### config.mk
export PLATFORM = sky130hd
export DESIGN_NAME = sdram_bringup_seq
export DESIGN_NICKNAME = d
export VERILOG_FILES = /design/src/rtl/sdr_seq_pkg.sv /design/src/rtl/sdr_init_fsm.sv /design/src/rtl/sdr_refresh_timer.sv /design/src/rtl/sdram_bringup_seq.sv
export SDC_FILE = /design/constraint.sdc
export NUM_CORES = 1
export LEC_CHECK = 0
export BUFFER_PORTS_ARGS = -buffer_cell sky130_fd_sc_hd__buf_2
export CAP_MARGIN = 20
export CELL_PAD_IN_SITES_DETAIL_PLACEMENT = 1
export CELL_PAD_IN_SITES_GLOBAL_PLACEMENT = 2
export CORE_MARGIN = 5
export CORE_UTILIZATION = 26
export DETAILED_ROUTE_END_ITERATION = 10
export GPL_ROUTABILITY_DRIVEN = 0
export GPL_TIMING_DRIVEN = 0
export PLACE_DENSITY_LB_ADDON = 0.1
export SLEW_MARGIN = 5
export SYNTH_ARGS = -nofsm -noshare
export SYNTH_HDL_FRONTEND = slang
export SYNTH_SLANG_ARGS = --single-unit
export TNS_END_PERCENT = 30
### constraint.sdc
create_clock -name clk -period 1.5 [get_ports clk]
set_clock_uncertainty 0.05 [all_clocks]
set_input_delay 0.225 -clock clk [delete_from_list [all_inputs] [get_ports clk]]
set_output_delay 0.225 -clock clk [all_outputs]
set_load 0.005 [all_outputs]
### src/rtl/sdr_seq_pkg.sv
package sdr_seq_pkg;

  typedef enum logic [1:0] {
    OP_NOP           = 2'd0,
    OP_PRECHARGE_ALL = 2'd1,
    OP_AUTO_REFRESH  = 2'd2,
    OP_MODE_WRITE    = 2'd3
  } sdr_op_e;

  typedef enum logic [1:0] {
    ST_IDLE  = 2'd0,
    ST_ISSUE = 2'd1,
    ST_GAP   = 2'd2,
    ST_RUN   = 2'd3
  } seq_state_e;

  // Step 0 precharges, steps 1..n_ref refresh, the step after writes the mode.
  function automatic sdr_op_e op_for_step(input int unsigned step,
                                          input int unsigned n_ref);
    if (step == 0)          return OP_PRECHARGE_ALL;
    else if (step <= n_ref) return OP_AUTO_REFRESH;
    else                    return OP_MODE_WRITE;
  endfunction

endpackage

### src/rtl/sdr_init_fsm.sv
module sdr_init_fsm
  import sdr_seq_pkg::*;
#(
  parameter int NUM_REFRESH = 8,
  parameter int GAP_W       = 4,
  parameter int MODE_W      = 12
) (
  input  logic              clk,
  input  logic              rst_n,
  input  logic              soft_clr,
  input  logic              start,
  input  logic [GAP_W-1:0]  cfg_gap,
  input  logic [MODE_W-1:0] mode_value,
  input  logic              cmd_ready,
  output logic              cmd_valid,
  output logic [1:0]        cmd_op,
  output logic [MODE_W-1:0] cmd_mode,
  output logic              run_en
);

  localparam int STEPS  = NUM_REFRESH + 2;
  localparam int STEP_W = $clog2(STEPS);
  localparam logic [STEP_W-1:0] LAST_STEP = STEP_W'(STEPS - 1);

  seq_state_e        state_q, state_n;
  logic [STEP_W-1:0] step_q, step_n;
  logic [GAP_W-1:0]  gap_q, gap_n;
  logic              advance;
  sdr_op_e           cur_op;

  assign cur_op = op_for_step(32'(step_q), NUM_REFRESH);

  always_comb begin
    advance = 1'b0;
    if (state_q == ST_ISSUE && cmd_ready && cfg_gap == '0) advance = 1'b1;
    if (state_q == ST_GAP && gap_q <= GAP_W'(1))           advance = 1'b1;
  end

  always_comb begin
    state_n = state_q;
    step_n  = step_q;
    gap_n   = gap_q;
    if (soft_clr) begin
      state_n = ST_IDLE;
      step_n  = '0;
      gap_n   = '0;
    end else begin
      unique case (state_q)
        ST_IDLE: begin
          if (start) begin
            state_n = ST_ISSUE;
            step_n  = '0;
          end
        end
        ST_ISSUE: begin
          if (cmd_ready && cfg_gap != '0) begin
            state_n = ST_GAP;
            gap_n   = cfg_gap;
          end
        end
        ST_GAP: begin
          if (!advance) gap_n = gap_q - 1'b1;
        end
        ST_RUN: state_n = ST_RUN;
        default: state_n = ST_IDLE;
      endcase
      if (advance) begin
        gap_n = '0;
        if (step_q == LAST_STEP) begin
          state_n = ST_RUN;
        end else begin
          state_n = ST_ISSUE;
          step_n  = step_q + 1'b1;
        end
      end
    end
  end

  always_ff @(posedge clk or negedge rst_n) begin
    if (!rst_n) begin
      state_q <= ST_IDLE;
      step_q  <= '0;
      gap_q   <= '0;
    end else begin
      state_q <= state_n;
      step_q  <= step_n;
      gap_q   <= gap_n;
    end
  end

  assign cmd_valid = (state_q == ST_ISSUE);
  assign cmd_op    = cmd_valid ? cur_op : OP_NOP;
  assign cmd_mode  = (cmd_valid && cur_op == OP_MODE_WRITE) ? mode_value : '0;
  assign run_en    = (state_q == ST_RUN);

endmodule

### src/rtl/sdr_refresh_timer.sv
module sdr_refresh_timer #(
  parameter int PRE_W = 4,
  parameter int RT_W  = 4
) (
  input  logic             clk,
  input  logic             rst_n,
  input  logic             enable,
  input  logic [PRE_W-1:0] cfg_prescale,
  input  logic [RT_W-1:0]  cfg_rtimer,
  input  logic             refresh_ack,
  output logic             refresh_req
);

  logic [PRE_W-1:0] pre_q, pre_n;
  logic [RT_W-1:0]  rt_q, rt_n;
  logic             req_q, req_n;
  logic             tick, expire;

  assign tick   = enable && (pre_q == cfg_prescale);
  assign expire = tick && (rt_q == cfg_rtimer);

  always_comb begin
    if (!enable) begin
      pre_n = '0;
      rt_n  = '0;
      req_n = 1'b0;
    end else begin
      pre_n = tick ? '0 : pre_q + 1'b1;
      if (expire)    rt_n = '0;
      else if (tick) rt_n = rt_q + 1'b1;
      else           rt_n = rt_q;
      req_n = expire | (req_q & ~refresh_ack);
    end
  end

  always_ff @(posedge clk or negedge rst_n) begin
    if (!rst_n) begin
      pre_q <= '0;
      rt_q  <= '0;
      req_q <= 1'b0;
    end else begin
      pre_q <= pre_n;
      rt_q  <= rt_n;
      req_q <= req_n;
    end
  end

  assign refresh_req = req_q;

endmodule

### src/rtl/sdram_bringup_seq.sv
module sdram_bringup_seq #(
  parameter int NUM_REFRESH = 8,
  parameter int GAP_W       = 4,
  parameter int PRE_W       = 4,
  parameter int RT_W        = 4,
  parameter int MODE_W      = 12
) (
  input  logic              clk,
  input  logic              rst_n,
  input  logic              soft_clr,
  input  logic              start,
  input  logic [GAP_W-1:0]  cfg_gap,
  input  logic [PRE_W-1:0]  cfg_prescale,
  input  logic [RT_W-1:0]   cfg_rtimer,
  input  logic [MODE_W-1:0] mode_value,
  output logic              cmd_valid,
  input  logic              cmd_ready,
  output logic [1:0]        cmd_op,
  output logic [MODE_W-1:0] cmd_mode,
  output logic              init_done,
  output logic              refresh_req,
  input  logic              refresh_ack
);

  logic run_en;
  logic timer_en;

  sdr_init_fsm #(
    .NUM_REFRESH(NUM_REFRESH),
    .GAP_W      (GAP_W),
    .MODE_W     (MODE_W)
  ) init_fsm_i (
    .clk       (clk),
    .rst_n     (rst_n),
    .soft_clr  (soft_clr),
    .start     (start),
    .cfg_gap   (cfg_gap),
    .mode_value(mode_value),
    .cmd_ready (cmd_ready),
    .cmd_valid (cmd_valid),
    .cmd_op    (cmd_op),
    .cmd_mode  (cmd_mode),
    .run_en    (run_en)
  );

  assign timer_en = run_en && !soft_clr;

  sdr_refresh_timer #(
    .PRE_W(PRE_W),
    .RT_W (RT_W)
  ) refresh_timer_i (
    .clk         (clk),
    .rst_n       (rst_n),
    .enable      (timer_en),
    .cfg_prescale(cfg_prescale),
    .cfg_rtimer  (cfg_rtimer),
    .refresh_ack (refresh_ack),
    .refresh_req (refresh_req)
  );

  assign init_done = run_en;

endmodule

==> results of run 1 <==
[logic make-up (layout without fill, tap and decap cells)]
family | Yosys count | count (layout) | share of synthesized area [%]
AO/OA/AOI/OAI | 22 | 22 | 11.82
XOR/XNOR | 11 | 11 | 6.790
adder cells (fa/ha/maj) | 7 | 7 | 6.173
buffers and inverters | 13 | 76 | 4.233
flip-flops | 19 | 19 | 33.51
multiplexers | 4 | 4 | 3.262
AND/OR/NAND/NOR | 76 | 76 | 34.22
[what timing repair did]
action | in CTS | in global routing
cloned | 1 | 0
endpoints found under the hold margin | 19 | 0
hold buffers | 1 | 0
pin swaps | 18 | 5
buffers inserted | 11 | 1
endpoints found under the setup margin | 27 | 33
resized for setup | 26 | 18
[synth_stat cells, types with 2 or more instances]
master / instances
dfrtp_1: 19
and2_1: 15
nor2_1: 14
xor2_1: 10
nand2_1: 8
ha_1: 7
inv_1: 7
nand3_1: 7
nor3_1: 6
nand2b_1: 5
clkbuf_1: 4
and3b_1: 3
nand3b_1: 3
nor2b_1: 3
nor4_4: 3
a211oi_1: 2
a21oi_1: 2
and3_1: 2
mux2i_1: 2
o211ai_1: 2
o21ai_0: 2
o22ai_1: 2
[where the power goes]
part / total (mW) / switching, mW / internal (mW)
Clock: 0.361 / 0.172 / 0.189
Sequential: 0.543 / 0.0172 / 0.526
Combinational: 0.264 / 0.133 / 0.131
Total: 1.17 / 0.323 / 0.845
[worst register-to-register path, cell delays in order (launching register included)]
cell,delay (ns)
dfrtp_1,0.37
buf_6,0.10
buf_4,0.14
and3b_2,0.24
and2_4,0.19
o21ai_2,0.19
mux2_4,0.31
[sequential cells by signal, indices dropped and copies added, names as in the netlist]
signal                       count
refresh_timer_i.rt_q             4
init_fsm_i.state_q               2
refresh_timer_i.refresh_req      1
init_fsm_i.gap_q                 4
refresh_timer_i.pre_q            4
init_fsm_i.step_q                4
[through the flow]
stage | total power, mW | hold WS (ns)
CTS | 1.170 | 0.2169
global route | 1.243 | 0.2403
global placement | 0.7668 | 0.1533
finish | 1.168 | 0.2135
floorplan | 0.6789 | -0.1206
detailed placement | 0.7722 | 0.1513
[cell type report]
class                      count  area share (%)
clock buffer                   4           2.198
inverter                       7           1.282
timing repair buffer          60           19.60
tap                           70           4.273
sequential                    19           23.20
buffer                         5           2.198
multi-input combinational    120           47.25
[final timing paths]
kind / to / cells past startpoint
setup / recovery: cmd_mode[10] / 7
hold / removal: refresh_timer_i.refresh_req / 4
setup reg to reg: init_fsm_i.step_q[0] / 6
hold reg to reg: refresh_timer_i.pre_q[0] / 1
max in group asynchronous: refresh_timer_i.pre_q[3] / 2
min in group asynchronous: init_fsm_i.gap_q[0] / 2
[metal layers]
metal	vias to the layer above	global-route usage, %	wire, um	share of wire, %
met5	-	0	0	0
met4	0	3.509	53	1.3
met3	4	2.172	103	2.5
met2	21	22.05	2221	54
met1	666	13.46	1751	42
li1	656	-	-	-
==> impl_metrics.env, run 1 <==
export IMPL_fin_nets=253
export IMPL_final_cell_area_um2=2049
export IMPL_yosysWarnings=0
export IMPL_post_route_util_pct=39.38
export IMPL_die_width_um=83.87
export IMPL_crit_family="simple AND/OR/NAND/NOR gates"
export IMPL_vdd_drop_max_mv=0.4149
export IMPL_drive_above_1_share_pct=46.51
export IMPL_io_pins=47
export IMPL_start_util_pct=27.26
export IMPL_fin_crit_ns=1.773
export IMPL_cap_violations=0
export IMPL_leakage_nw=1.000
export IMPL_yosys_top_cells_area="dfrtp_1 (34%), and2_1 (6.6%), ha_1 (6.2%), xor2_1 (6.2%), nor4_4 (4.5%)"
export IMPL_synth_distinct_cells=46
export IMPL_hold_class="input port to flop"
export IMPL_min_from="refresh_ack"
export IMPL_synth_cell_area_um2=1419
export IMPL_multi_input_area_um2=968.4
export IMPL_layout_cells_non_filler=285
export IMPL_wl_per_cell_um=14.49
export IMPL_routed_wl_um=4131
export IMPL_antenna_found_initial=0
export IMPL_final_common_cell="buf_2"
export IMPL_fp_coreArea_um2=5205
export IMPL_drtIter0Drc=23
export IMPL_vias=1347
export IMPL_synthFlopType="dfrtp_1"
export IMPL_setup_worst_path_start="init_fsm_i.state_q[1]"
export IMPL_fmax_ghz=0.5640
export IMPL_grt_overflow=0
export IMPL_cts_sinks=19
export IMPL_grt_pass1_wl_um=6893
export IMPL_die_h_um=83.87
export IMPL_clockBufferDepth=2
export IMPL_synth_seq_area_share_pct=33.51
export IMPL_cp_arrival_ns=1.50
export IMPL_avgSynthCellArea_um2=9.335
export IMPL_grt_start_max_net_pins=20
export IMPL_power_density_nw_per_um2=570.0
export IMPL_relSlewSlack_pct=67.19
export IMPL_drtPass1Iterations=4
export IMPL_crit_path_max_fanout=5
export IMPL_antenna_left=0
export IMPL_critPathKind="flop to output port"
export IMPL_register_area_um2=475.5
export IMPL_dpl_hpwl_um=3147
export IMPL_clk_pin_slew_worst_paths_ns=0.07
export IMPL_finalSetupViolCount=25
export IMPL_nFillCells=633
export IMPL_cp_num_buf_inv=4
export IMPL_fp_dieArea_um2=7034
export IMPL_cp_end_kind="output port"
export IMPL_tightestPinTransition_ns=0.4884
export IMPL_yosys_area_top_type="dfrtp_1"
export IMPL_reg2reg_slack_ns=-0.20
export IMPL_violations="setup timing"
export IMPL_period_share_pct=118.2
export IMPL_yosysTopAreaCellShare_pct=33.51
export IMPL_vias_per_cell=4.726
export IMPL_crit_path_top_delay_cell="dfrtp_1"
export IMPL_cpMostUsedCell="buf_6"
export IMPL_hold_viol_final=0
export IMPL_cp_start_kind="flop"
export IMPL_synth_seq_cells=19
export IMPL_track_usage_pct=11.80
export IMPL_final_cell_mix="buf_2 (37), dfrtp_1 (19), nor2_1 (12), buf_4 (12)"
export IMPL_r2r_start="init_fsm_i.state_q[1]"
export IMPL_area_growth_syn_to_layout_pct=44.44
export IMPL_row_count=26
export IMPL_preCtsSetupSlack_ns=-0.2784
export IMPL_cts_htree_levels=1
export IMPL_crit_path_max_incr_delay_ns=0.39
export IMPL_drc_errors=0
export IMPL_synth_fp_nets=189
export IMPL_num_antenna_cells=0
export IMPL_portBuffers=46
export IMPL_async_reset_ff_share_pct=100.0
export IMPL_synth_cells=152
export IMPL_postPlaceCellArea_um2=1740
export IMPL_layout_setup_ws_ns=-0.2732
export IMPL_clk_latency_ns=0.25
export IMPL_status="finished, violations left"
export IMPL_cp_cell_sequence="buf_6 > nand2b_4 > inv_2 > and3_4 > buf_8 > and2_4 > buf_6"
export IMPL_dpl_cell_count=268
export IMPL_root_buffer="clkbuf_8"
export IMPL_cts_buffers=3
export IMPL_rsz0062_at_grt="yes"
export IMPL_slew_violations=0
export IMPL_finalSetupTns_ns=-4.225
export IMPL_tritoncts="yes"
export IMPL_grt_pass1_vias=1479
export IMPL_required_ns=1.22
export IMPL_synth_edff_count=0
(Power assumes the default switching activity.)
==> inputs of run 2 (changes only) <==
- CORE_UTILIZATION: 26 -> 29
- clock period: 1.5 -> 1.65 ns (I/O delays scaled with it)
==> run 2 against run 1 <==
Net effect:
- the run still ends with setup timing left
- sequential share of layout area stayed put
- cell area stayed put
- clock power is 9.7% lower
- first-iteration DRC count is 13% higher
- clock-buffer cell count is 1 lower
- global-route usage is 1.8 points higher
- die area is 9.1% lower
- cell count is 1.1% lower
- via count is 1.2% lower
- combinational power is 15% lower
- critical endpoint is now cmd_mode[2]
==> impl_metrics.env, run 2 (synthesized netlist as in run 1, its figures left out) <==
export IMPL_status="finished, violations left"
export IMPL_violations="setup timing"
export IMPL_clk_pin_slew_worst_paths_ns=0.08
export IMPL_r2r_start="init_fsm_i.state_q[0]"
export IMPL_slew_violations=0
export IMPL_fp_dieArea_um2=6391
export IMPL_p_seq_share_pct=47.3
export IMPL_drc_errors=0
export IMPL_rsz0062_at_grt="yes"
export IMPL_grt_pass1_wl_um=6948
export IMPL_tritoncts="yes"
export IMPL_cp_arrival_ns=1.50
export IMPL_final_cell_mix="buf_2 (34), dfrtp_1 (19), buf_6 (16)"
export IMPL_cp_start_kind="flop"
export IMPL_fp_coreArea_um2=4723
export IMPL_crit_path_max_incr_delay_ns=0.39
export IMPL_critPathKind="flop to output port"
export IMPL_vias_per_cell=4.720
export IMPL_root_buffer="clkbuf_8"
export IMPL_period_share_pct=109.0
export IMPL_tightestPinTransition_ns=0.4612
export IMPL_dpl_hpwl_um=3150
export IMPL_fin_crit_ns=1.798
export IMPL_final_common_cell="buf_2"
export IMPL_clk_latency_ns=0.26
export IMPL_finalSetupViolCount=16
export IMPL_die_width_um=79.95
export IMPL_power_density_nw_per_um2=508.7
export IMPL_min_from="refresh_ack"
export IMPL_relSlewSlack_pct=69.25
export IMPL_holdPathStages=4
export IMPL_fin_nets=253
export IMPL_drive_above_1_share_pct=45.58
export IMPL_area_growth_syn_to_layout_pct=44.44
export IMPL_crit_path_top_delay_cell="dfrtp_1"
export IMPL_required_ns=1.35
export IMPL_drtPass1Iterations=4
export IMPL_grt_pass1_vias=1515
export IMPL_track_usage_pct=13.58
export IMPL_pwr_share_clk_pct=31.3
export IMPL_grt_start_max_net_pins=20
export IMPL_cts_sinks=19
export IMPL_cp_cell_sequence="buf_6 > nand2b_4 > inv_2 > and3_4 > buf_6 > and2_4 > buf_6"
export IMPL_cts_buffers=3
export IMPL_vdd_drop_max_mv=0.2185
export IMPL_drtIter0Drc=26
export IMPL_cpMostUsedCell="buf_6"
export IMPL_switching_share_pct=27.45
export IMPL_leakage_nw=1.011
export IMPL_holdPathEnd="refresh_timer_i.refresh_req"
export IMPL_vias=1331
export IMPL_hold_viol_final=0
export IMPL_die_h_um=79.95
export IMPL_num_antenna_cells=0
export IMPL_io_pins=47
export IMPL_clockBufferDepth=2
export IMPL_p_sw_uw=286.2
export IMPL_whs_ns=0.2496
export IMPL_grt_overflow=0
export IMPL_hold_class="input port to flop"
export IMPL_wl_per_cell_um=14.64
export IMPL_r2r_cells=6
export IMPL_layout_setup_ws_ns=-0.1477
export IMPL_antenna_found_initial=0
export IMPL_antenna_left=0
export IMPL_internal_power_uw=756.3
export IMPL_reg2reg_slack_ns=-0.11
export IMPL_start_util_pct=30.04
export IMPL_row_count=25
export IMPL_routed_wl_um=4129
export IMPL_cap_violations=0
export IMPL_crit_path_max_fanout=5
export IMPL_p_comb_share_pct=21.4
export IMPL_cp_end_kind="output port"
export IMPL_r2r_end="init_fsm_i.step_q[0]"
export IMPL_portBuffers=46
export IMPL_cts_htree_levels=1
export IMPL_preCtsSetupSlack_ns=-0.2427
export IMPL_fmax_ghz=0.5563
## run 2: per-stage QoR
| step | cell area (um^2) | TNS [ns] | utilization (%) | std cells | total power [mW] |
|---|---|---|---|---|---|
| after detailed placement | 1733 | -2.652 | 36.69 | 265 | 0.6987 |
| after global placement | 1733 | -1.884 | 36.69 | 265 | 0.6935 |
| after CTS | 1963 | -2.260 | 41.56 | 281 | 1.059 |
| final | 2049 | -1.847 | 43.39 | 282 | 1.043 |
| after floorplan | 1419 | 0 | - | 152 | 0.6148 |
| after global routing | 2049 | -3.508 | 43.39 | 282 | 1.108 |
## run 2: how the worst max path moves through the flow
stage / slack (ns) / start / to / depth (start not counted)
after floorplan: 0.05 / init_fsm_i.gap_q[0] / init_fsm_i.step_q[0] / 6
after global placement: -0.16 / init_fsm_i.step_q[0] / cmd_mode[2] / 7
after detailed placement: -0.24 / init_fsm_i.step_q[0] / cmd_mode[9] / 7
after CTS: -0.16 / init_fsm_i.step_q[0] / cmd_mode[2] / 7
after global routing: -0.22 / init_fsm_i.state_q[1] / cmd_mode[2] / 7
final: -0.15 / init_fsm_i.state_q[1] / cmd_mode[2] / 7
## run 2: cell type report
class	count	area, um^2
plain buffers	5	45.04
clock buffers	3	41.29
clock inverters	1	5.005
fillers	548	2674
inverters	7	26.28
multi-input cells	120	952.2
flip-flops and latches	19	475.5
well taps	67	83.83
repair buffers	60	420.4
## run 2: worst max-delay path: cells and delay by family (launching register included)
kind | cells | cell delay (ns)
DFF | 1 | 0.39
buffers and inverters | 4 | 0.37
and+or+nand+nor | 3 | 0.48
## run 2: what timing repair did
action | in CTS | in global routing
gates resized for setup | 25 | 21
hold endpoints to repair | 19 | 0
endpoints found under the setup margin | 20 | 25
hold buffers | 1 | 0
pin swaps | 7 | 16
buffers inserted | 11 | 1
gates cloned | 1 | 0
## run 2: power groups by stage
stage | registers, mW | logic, mW | clock network (mW)
after detailed placement | 0.502 | 0.196 | 0
after global placement | 0.501 | 0.192 | 0
after global routing | 0.495 | 0.252 | 0.361
final | 0.493 | 0.224 | 0.326
after floorplan | 0.499 | 0.116 | 0
after CTS | 0.493 | 0.226 | 0.340
## run 2: per-layer routing
| layer | up-vias | track usage, % | share of wire, % |
|---|---|---|---|
| met2 | 33 | 25.50 | 56 |
| met4 | 0 | 4.730 | 0.65 |
| met3 | 2 | 1.580 | 3.4 |
| met1 | 638 | 15.62 | 40 |
| met5 | - | 0 | 0 |
| li1 | 658 | - | - |
==> inputs of run 3 (changes only) <==
- CELL_PAD_IN_SITES_DETAIL_PLACEMENT: 1 -> 0
- CELL_PAD_IN_SITES_GLOBAL_PLACEMENT: 2 -> 1
- CORE_UTILIZATION: 29 -> 37
==> run 3 against run 2 <==
Net effect:
- the flow still finishes with violations (setup timing)
- die area decreased by 19%
- clock-buffer cell count unchanged
- cell count decreased by 6.0%
- sequential power about the same
- clock power increased by 1%
- highest routed layer unchanged
- via count decreased by 1.7%
- sequential cell count unchanged
- non-clock buffer count increased by 2
==> impl_metrics.env, run 3 (synthesized netlist as in run 1, its figures left out) <==
export IMPL_violations="setup timing"
export IMPL_tightestPinTransition_ns=0.5280
export IMPL_r2r_start="init_fsm_i.gap_q[1]"
export IMPL_cts_sinks=19
export IMPL_min_from="refresh_ack"
export IMPL_antenna_left=0
export IMPL_final_cell_mix="buf_2 (36), dfrtp_1 (18), buf_4 (14)"
export IMPL_hold_viol_final=0
export IMPL_vias=1308
export IMPL_die_width_um=71.93
export IMPL_cap_violations=0
export IMPL_clk_latency_ns=0.26
export IMPL_holdPathEnd="refresh_timer_i.refresh_req"
export IMPL_r2r_end="init_fsm_i.step_q[0]"
export IMPL_fp_dieArea_um2=5173
export IMPL_internal_power_uw=761.9
export IMPL_postPlaceCellArea_um2=1709
export IMPL_holdPathStages=4
export IMPL_start_util_pct=38.47
export IMPL_grt_pass1_vias=1335
export IMPL_status="finished, violations left"
export IMPL_dpl_hpwl_um=2617
export IMPL_hold_class="input port to flop"
export IMPL_die_h_um=71.93
export IMPL_required_ns=1.35
export IMPL_vdd_drop_max_mv=0.3144
export IMPL_slew_violations=0
export IMPL_register_area_um2=476.7
export IMPL_layout_setup_ws_ns=-0.1400
export IMPL_r2r_cells=6
export IMPL_grt_start_max_net_pins=20
export IMPL_cts_buffers=3
export IMPL_finalSetupViolCount=15
export IMPL_critPathKind="flop to output port"
export IMPL_cts_htree_levels=1
export IMPL_drive_above_1_share_pct=47.00
export IMPL_crit_path_max_fanout=5
export IMPL_vias_per_cell=4.936
export IMPL_fin_nets=255
export IMPL_period_share_pct=108.5
export IMPL_final_common_cell="buf_2"
export IMPL_relSlewSlack_pct=64.54
export IMPL_num_antenna_cells=0
export IMPL_final_cell_area_um2=2044
export IMPL_fmax_ghz=0.5587
export IMPL_reg2reg_slack_ns=-0.11
export IMPL_clk_pin_slew_worst_paths_ns=0.08
export IMPL_io_pins=47
export IMPL_drc_errors=0
export IMPL_wl_per_cell_um=13.82
export IMPL_drtIter0Drc=76
export IMPL_whs_ns=0.2377
export IMPL_portBuffers=46
export IMPL_p_seq_share_pct=46.9
export IMPL_switching_share_pct=27.71
export IMPL_cp_arrival_ns=1.49
export IMPL_leakage_nw=1.011
export IMPL_root_buffer="clkbuf_8"
export IMPL_routed_wl_um=3661
export IMPL_nFillCells=363
export IMPL_area_growth_syn_to_layout_pct=44.09
export IMPL_power_density_nw_per_um2=515.5
export IMPL_finalSetupTns_ns=-1.668
export IMPL_clockBufferDepth=2
export IMPL_track_usage_pct=14.32
export IMPL_row_count=22
export IMPL_pwr_share_clk_pct=31.3
export IMPL_antenna_found_initial=0
export IMPL_tritoncts="yes"
export IMPL_fp_coreArea_um2=3689
export IMPL_cp_start_kind="flop"
export IMPL_p_comb_share_pct=21.8
export IMPL_grt_overflow=0
export IMPL_drtPass1Iterations=4
export IMPL_multi_input_area_um2=967.2
export IMPL_rsz0062_at_grt="yes"
export IMPL_fin_crit_ns=1.790
export IMPL_cp_end_kind="output port"
export IMPL_p_sw_uw=292.0
export IMPL_grt_pass1_wl_um=6085
## run 3: metal layers
layer  up-vias  part of all wire [%]  track usage (%)
met5         -                     0                0
met4         0                  0.44            4.802
met3         2                   3.8            2.216
met2        22                    53            25.10
met1       624                    43            17.86
li1        660                     -                -
## run 3: what timing repair did
action                                  in CTS  in global routing
resized for setup                           27                 19
hold buffers                                 1                  0
setup buffers                                8                  6
endpoints found under the hold margin       19                  0
endpoints found under the setup margin      20                 22
cloned                                       1                  0
pin swaps                                   14                  6
## run 3: worst max-delay path, cell delays in order (launching register included)
cell and delay, ns:
dfrtp_1 0.40, inv_2 0.08, ha_4 0.15, nand2b_4 0.05, and3_4 0.20, buf_8 0.12, and2_4 0.13, buf_6 0.11
## run 3: worst max-delay path by stage
stage | startpoint | endpoint | cells after the start
floorplan | init_fsm_i.gap_q[0] | init_fsm_i.step_q[0] | 6
global placement | init_fsm_i.step_q[0] | cmd_mode[4] | 7
detailed placement | init_fsm_i.step_q[0] | cmd_mode[5] | 7
CTS | init_fsm_i.state_q[1] | cmd_mode[5] | 7
global route | init_fsm_i.state_q[1] | cmd_mode[6] | 7
finish | init_fsm_i.step_q[0] | cmd_mode[6] | 7
## run 3: area by class of cell
cell class / count / share of cell area, %
Buffer: 5 / 2.203
Tap cell: 48 / 2.938
Clock buffer: 3 / 2.020
Inverter: 7 / 1.285
Timing Repair Buffer: 62 / 20.69
Sequential cell: 19 / 23.32
Multi-Input combinational cell: 120 / 47.31
Clock inverter: 1 / 0.2448
## run 3: through the flow
step                      total power [mW]  utilization [%]  cells  worst slack (ns)
after floorplan                     0.6148                -    152           0.04839
after global placement              0.6891            46.34    246           -0.1468
after detailed placement            0.6937            46.34    246           -0.1903
after CTS                            1.058            52.41    259           -0.1467
after global routing                 1.121            55.43    265           -0.1983
final                                1.054            55.43    265           -0.1400
## run 3: power by group through the flow
stage,clock network [mW],registers (mW),logic [mW]
final,0.330,0.494,0.230
after global routing,0.368,0.497,0.256
after CTS,0.345,0.493,0.220
after detailed placement,0,0.502,0.192
after global placement,0,0.501,0.188
after floorplan,0,0.499,0.116
